## config.mk

```make
export PLATFORM = sky130hd
export DESIGN_NAME = regf_top
export DESIGN_NICKNAME = d
export VERILOG_FILES = /design/src/rtl/regf_pkg.sv /design/src/rtl/regf_array.sv /design/src/rtl/regf_bypass.sv /design/src/rtl/regf_top.sv
export SDC_FILE = /design/constraint.sdc
export NUM_CORES = 1
export LEC_CHECK = 0
export ABC_CLOCK_PERIOD_IN_PS = 1500
export BUFFER_PORTS_ARGS = -buffer_cell sky130_fd_sc_hd__buf_2
export CAP_MARGIN = 10
export CORE_ASPECT_RATIO = 0.9
export CORE_MARGIN = 2
export CORE_UTILIZATION = 48
export DETAILED_ROUTE_END_ITERATION = 8
export GPL_ROUTABILITY_DRIVEN = 0
export PLACE_DENSITY = 0.73
export SYNTH_ARGS = -nofsm -noshare
export SYNTH_HDL_FRONTEND = slang
export SYNTH_SLANG_ARGS = --single-unit
```

## constraint.sdc

```tcl
create_clock -name clk -period 1.5 [get_ports clk]
set_input_delay 0.3 -clock clk [delete_from_list [all_inputs] [get_ports clk]]
set_output_delay 0.3 -clock clk [all_outputs]
set_load 0.02 [all_outputs]
```

## src/rtl/regf_pkg.sv

```systemverilog
package regf_pkg;

    localparam int unsigned REGF_DEF_WIDTH = 8;
    localparam int unsigned REGF_DEF_DEPTH = 4;

    // Which source feeds the read port in a given cycle.
    typedef enum logic [1:0] {
        SRC_OFF   = 2'd0,
        SRC_FWD   = 2'd1,
        SRC_ARRAY = 2'd2
    } regf_src_e;

    // Forwarding wins over the array; a disabled port drives zeros.
    function automatic regf_src_e regf_pick_src(input logic rd_en, input logic fwd_hit);
        regf_src_e s;
        if (!rd_en)      s = SRC_OFF;
        else if (fwd_hit) s = SRC_FWD;
        else             s = SRC_ARRAY;
        return s;
    endfunction

endpackage

```

## src/rtl/regf_array.sv

```systemverilog
module regf_array
    import regf_pkg::*;
#(
    parameter int unsigned WIDTH = REGF_DEF_WIDTH,
    parameter int unsigned DEPTH = REGF_DEF_DEPTH,
    localparam int unsigned AW   = (DEPTH > 1) ? $clog2(DEPTH) : 1
) (
    input  logic             clk,
    input  logic             rst,
    input  logic             wr_en,
    input  logic [AW-1:0]    wr_addr,
    input  logic [WIDTH-1:0] wr_data,
    input  logic [AW-1:0]    rd_addr,
    output logic [WIDTH-1:0] arr_word
);

    logic [WIDTH-1:0] ent_q [DEPTH];

    genvar gi;
    generate
        for (gi = 0; gi < DEPTH; gi++) begin : g_ent
            logic sel;
            assign sel = wr_en && (wr_addr == AW'(gi));

            always_ff @(posedge clk) begin
                if (sel) ent_q[gi] <= wr_data;
            end

            // an enabled write to this entry lands at the edge.
            p_store_r4: assert property (@(posedge clk) disable iff (rst)
                ($past(wr_en) && ($past(wr_addr) == AW'(gi))) |-> (ent_q[gi] == $past(wr_data)));

            // without a write to this entry, it keeps its value.
            p_hold_r5: assert property (@(posedge clk) disable iff (rst)
                !($past(wr_en) && ($past(wr_addr) == AW'(gi))) |-> $stable(ent_q[gi]));
        end
    endgenerate

    always_comb begin
        arr_word = '0;
        for (int k = 0; k < DEPTH; k++) begin
            if (rd_addr == AW'(k)) arr_word = ent_q[k];
        end
    end

endmodule

```

## src/rtl/regf_bypass.sv

```systemverilog
module regf_bypass
    import regf_pkg::*;
#(
    parameter int unsigned WIDTH = REGF_DEF_WIDTH,
    parameter int unsigned AW    = 2
) (
    input  logic             rd_en,
    input  logic [AW-1:0]    rd_addr,
    input  logic             wr_en,
    input  logic [AW-1:0]    wr_addr,
    input  logic [WIDTH-1:0] wr_data,
    input  logic [WIDTH-1:0] arr_word,
    output logic [WIDTH-1:0] rd_data
);

    logic      fwd_hit;
    regf_src_e src;

    assign fwd_hit = wr_en && (wr_addr == rd_addr);
    assign src     = regf_pick_src(rd_en, fwd_hit);

    always_comb begin
        unique case (src)
            SRC_FWD:   rd_data = wr_data;
            SRC_ARRAY: rd_data = arr_word;
            default:   rd_data = '0;
        endcase
    end

endmodule

```

## src/rtl/regf_top.sv

```systemverilog
module regf_top
    import regf_pkg::*;
#(
    parameter int unsigned WIDTH = REGF_DEF_WIDTH,
    parameter int unsigned DEPTH = REGF_DEF_DEPTH,
    localparam int unsigned AW   = (DEPTH > 1) ? $clog2(DEPTH) : 1
) (
    input  logic             clk,
    input  logic             rst,
    input  logic             wr_en,
    input  logic [AW-1:0]    wr_addr,
    input  logic [WIDTH-1:0] wr_data,
    input  logic             rd_en,
    input  logic [AW-1:0]    rd_addr,
    output logic [WIDTH-1:0] rd_data
);

    logic [WIDTH-1:0] arr_word;

    regf_array #(.WIDTH(WIDTH), .DEPTH(DEPTH)) u_array (
        .clk     (clk),
        .rst     (rst),
        .wr_en   (wr_en),
        .wr_addr (wr_addr),
        .wr_data (wr_data),
        .rd_addr (rd_addr),
        .arr_word(arr_word)
    );

    regf_bypass #(.WIDTH(WIDTH), .AW(AW)) u_bypass (
        .rd_en   (rd_en),
        .rd_addr (rd_addr),
        .wr_en   (wr_en),
        .wr_addr (wr_addr),
        .wr_data (wr_data),
        .arr_word(arr_word),
        .rd_data (rd_data)
    );

    // a disabled read port drives zeros.
    p_gate_zero_r2: assert property (@(posedge clk) disable iff (rst)
        !rd_en |-> (rd_data == '0));

    // a same-cycle write to the read address is forwarded.
    p_forward_r3: assert property (@(posedge clk) disable iff (rst)
        (rd_en && wr_en && (wr_addr == rd_addr)) |-> (rd_data == wr_data));

    // otherwise an enabled read shows the stored entry.
    p_array_read_r4: assert property (@(posedge clk) disable iff (rst)
        (rd_en && !(wr_en && (wr_addr == rd_addr))) |-> (rd_data == arr_word));

endmodule

```

After elaboration in Yosys (flattened, before gate mapping)
Memory sizes are Yosys's and may differ from the RTL's.
Cells that the tools add are included.
{ "op_classes": {"bitwise_logic": 0, "n_lt_le_gt_ge": 0, "reduce_logical": 10, "n_div": 0, "n_mul": 0, "n_shift": 0, "add_sub_neg": 0, "muxes": 24, "n_eq_ne": 9} }
{ "op_table": {"columns": ["op", "n"], "rows": [
  ["8-bit two-way mux", 7],
  ["8-bit OR reduction", 3],
  ["8-bit case mux with 2 select lines", 1],
  ["1-bit two-way mux", 11],
  ["2-bit equality test (second input constant)", 5],
  ["2-bit two-way mux", 5],
  ["2-bit by 1-bit equality test with 1-bit output (second input constant)", 3],
  ["1-bit logical AND", 5],
  ["2-bit zero test", 2],
  ["2-bit equality test", 1]
]} }
{ "word_totals": {"out_inout_bits": 8, "word_cells": 44, "mem_bits_ro": 0, "memories": 1, "latch_bits": 0, "mem_bits_rw": 32, "reg_bits": 0, "input_bits": 16} }
{ "mem_list": {"columns": ["name", "depth", "width", "read_ports", "rd_ports_with_merged_regs", "wr", "line", "rtl"], "rows": [
  ["u_array.ent_q", 4, 8, 4, 0, 1, "regf_array.sv:17", "logic [WIDTH-1:0] ent_q [DEPTH];"]
]} }

Longest topological paths before layout
{ "logic_depth": {"word_depth": 8, "mapped_depth": 4, "mapped_depth_nobuf": 3} }

Hierarchy
A second synthesis with hierarchy kept.
{ "unflattened": {"cells_unflattened": 60, "hier_area_um2": 1317.5} }
{ "modules_own_cells": {"columns": ["mod", "seq_area_each_um2", "instances", "area_per_inst_um2", "cells_per_inst"], "rows": [
  ["regf_array", 960.9, 1, 1188.6, 46],
  ["regf_bypass", 0.0, 1, 128.9, 14]
]} }

Worst setup path after synthesis
No wires, ideal clock.
{ "synth_path": {"kind": "input to output", "from": "in rd_addr[1]", "to": "out rd_data[0]", "required_time_ns": 1.200, "setup_slack_ns": -0.111, "t_arrival_ns": 1.311, "n_path_buf": 1, "cell_stages": 4, "cell_sequence": "buf_6 xor2_2 nor4b_4 a22o_1"} }
{ "synth_between": {"elab_chain_len": 6, "word_cells_on_any_way": 15, "cone_classes": "eq/ne (6); mux (7); reduce/logical (2)"} }
{ "synth_lines": {"columns": ["element", "line", "rtl"], "rows": [
  ["start, declared", "regf_top.sv:14", "input logic [AW-1:0] rd_addr,"],
  ["2-bit equality test / 2-bit zero test (equally long branches)", "regf_bypass.sv:19, regf_array.sv:42", null],
  ["1-bit logical AND / 8-bit two-way mux (equally long branches)", "regf_bypass.sv:19, regf_array.sv:42", null],
  ["2-bit two-way mux / 8-bit two-way mux (equally long branches)", "regf_pkg.sv:17, regf_array.sv:42", null],
  ["2-bit two-way mux / 8-bit two-way mux (equally long branches)", "regf_pkg.sv:16, regf_array.sv:42", null],
  ["2-bit equality test, or another cell as far along", "regf_bypass.sv:23", "unique case (src)"],
  ["8-bit case mux with 2 select lines *", "regf_bypass.sv:23", null],
  ["end, declared", "regf_top.sv:15", "output logic [WIDTH-1:0] rd_data"]
]} }
Mark *: on every way between the ends. The rest lies on a longest branch, timed or not.

==> key figures <==
Timing
  • Max frequency: 545 MHz
  • Final hold vios: 0
  • Slew HR: 0.798
  • Hold_ws: about 220 ps
  • Max-slew violations: 0
  • Final period util: 1.22
  • Worst slew pin tran: 302 ps
  • Final setup vio count: 8
  • RSZ-0062 raised after global routing: true
  • Final Worst Setup Slack: -336 ps
  • Crit path time final: 1840 ps

Synthesis
  • Synth top area cells: edfxtp_1 71%, mux4_1 16%, a22o_1 5.2%
  • Sequential fraction of the synthesis area: 0.711
  • Yosys cell types: 14
  • Most instantiated cells after synthesis: 32 x edfxtp_1, 8 x a22o_1, 8 x mux4_1, 2 x buf_6
  • Post-synth top area cell: edfxtp_1
  • Yosys warnings: 0
  • Most common cell in the synthesized netlist: edfxtp_1
  • Async S/R FF share, synth: 0
  • Area share of the largest cell type after synthesis: 0.711
  • Syn_area_per_cell: ~23 um^2
  • Synth Instances: 60
  • Post-Syn Nets: 76
  • Flops & latches, synth: 32
  • Mapped Area: roughly 0.0014 mm^2
  • EDFF count, synth: 32
  • Synth Flop Type: edfxtp_1

Run status
  • Failing checks: negative setup slack
  • Outcome: complete, but fails checks

Place
  • IO buf count: 22
  • Post-detail-place hpwl: roughly 1.5 mm

Drt
  • DRC Markers: 0
  • DR WL/cell: 18.7 um
  • Antenna Nets Post-Route: 0
  • Initial DRT Pass Iterations: 4
  • Vias: a little over 700
  • Via density: between 5 and 6
  • Routed WL: 2.41 mm
  • Iter 0 DRT Violations: 31

Worst setup path
  • Crit path max fanout: 1
  • Startpoint types: flip-flop
  • CP endpoint kind: output port
  • Critical Path RT: 1200 ps
  • CP Class: reg2out
  • CP arrival: 1540 ps

Floorplan
  • Die H: approximately 54 um
  • Die X: about 60 um
  • Boundary Pins: 24
  • Initial core utilization: 0.500
  • Die area: 0.00326 mm^2
  • Core area: 0.00270 mm^2
  • Row count: 18

Global routing
  • Total GRT Usage: 0.172
  • Vias in the first global route: 722
  • Largest net degree at the start of global routing: 10
  • Congestion Overflow GR: 0
  • Initial antenna violation count: 0
  • First-pass GRT wire length: 3.75 mm

Min path
  • Hold Crit Class: in2reg

Final layout
  • Most flop-heavy register: u_array.ent_q
  • Max reg flops: 32
  • Fin nets: roughly 120
  • P&R area growth vs syn: 20.9%
  • Layout cells sized above 1: 0.505
  • Fill cell total of the finished layout: around 220
  • Top Registers: u_array.ent_q: 32 flops
  • Number of antenna diodes: 0

CTS
  • CTS Hold Bufs: 0
  • CTS H-tree lvls: 2
  • CTS buffer count: 5
  • Num Clock Sinks: 32
  • Reg clk slew, reported paths: roughly 90 ps
  • CTS tree: done
  • Worst-case clock buffer depth: 2
  • CTS root buf: clkbuf_4

Power and ir drop
  • Power, Total: ~1.7 mW
  • Pleak: 0.608 nW
  • Pwr dens: approximately 1000 mW/mm^2
  • Max IR drop VDD: 0.000566 V

Run
  • Max_cap viols: 0
-- where the power goes --
part | total, mW | switching (mW) | leakage (nW) | internal [mW]
sequential | 1.04 | 0.0110 | 0.294 | 1.03
combinational | 0.241 | 0.119 | 0.286 | 0.123
clock | 0.425 | 0.253 | 0.0281 | 0.172
-- critical path, stage by stage, from the launching register on --
cell and delay (ps):
edfxtp_1 380, mux4_2 480, a22o_1 240, buf_6 130
-- per-stage QoR --
stage | instance area, um^2 | std cells | setup TNS, ps | setup slack (ps) | utilization
finish | 1630 | 129 | -2350 | -336 | 0.605
global route | 1630 | 129 | -2820 | -394 | 0.605
CTS | 1630 | 129 | -2500 | -357 | 0.602
detailed placement | 1550 | 118 | -3260 | -421 | 0.573
global placement | 1550 | 118 | -3050 | -397 | 0.573
floorplan | 1370 | 60 | -701 | -90.1 | -
-- timing repair --
action	CTS	global route
pin swaps	3	1
setup endpoints to repair	8	8
buffers inserted	4	0
resized for setup	19	2
-- final timing paths --
check / endpoint / startpoint / cells after the start
worst min-delay path: u_array.ent_q[1][5]$_DFFE_PP_ / wr_data[5] / 1
worst max-delay path: rd_data[5] / u_array.ent_q[3][5]$_DFFE_PP_ / 3
-- cell type report --
type	instances	area, um^2	share of cell area
Clock inverter	1	5.00	0.00306
Sequential cell	32	961	0.588
Tap cell	30	37.5	0.0230
Timing Repair Buffer	34	240	0.147
Clock buffer	6	41.3	0.0253
Inverter	1	3.75	0.00230
Multi-Input combinational cell	25	345	0.211
-- cell families after synthesis --
logic type      after synthesis  share of synthesized area
flops                        32                      0.711
compound gates                9                     0.0583
mux                           8                      0.156
simple gates                  6                     0.0370
buf+inv                       3                     0.0194
xor+xnor                      2                     0.0185
-- layout by cell type (no fill, tap or decap), types with 5 or more instances in the layout --
| cell | count |
|---|---|
| edfxtp_1 | 32 |
| buf_2 | 15 |
| buf_4 | 13 |
| mux4_2 | 8 |
| a22o_1 | 8 |
| buf_6 | 6 |
| clkbuf_4 | 5 |
-- layer usage --
metal,global-route usage,up-vias,routed length (um)
li1,-,334,-
met1,0.229,352,1090
met2,0.268,36,1170
met3,0.0496,4,134
met4,0.0704,0,25
met5,0,-,0
No activity file was read; power rests on OpenSTA's default activity.
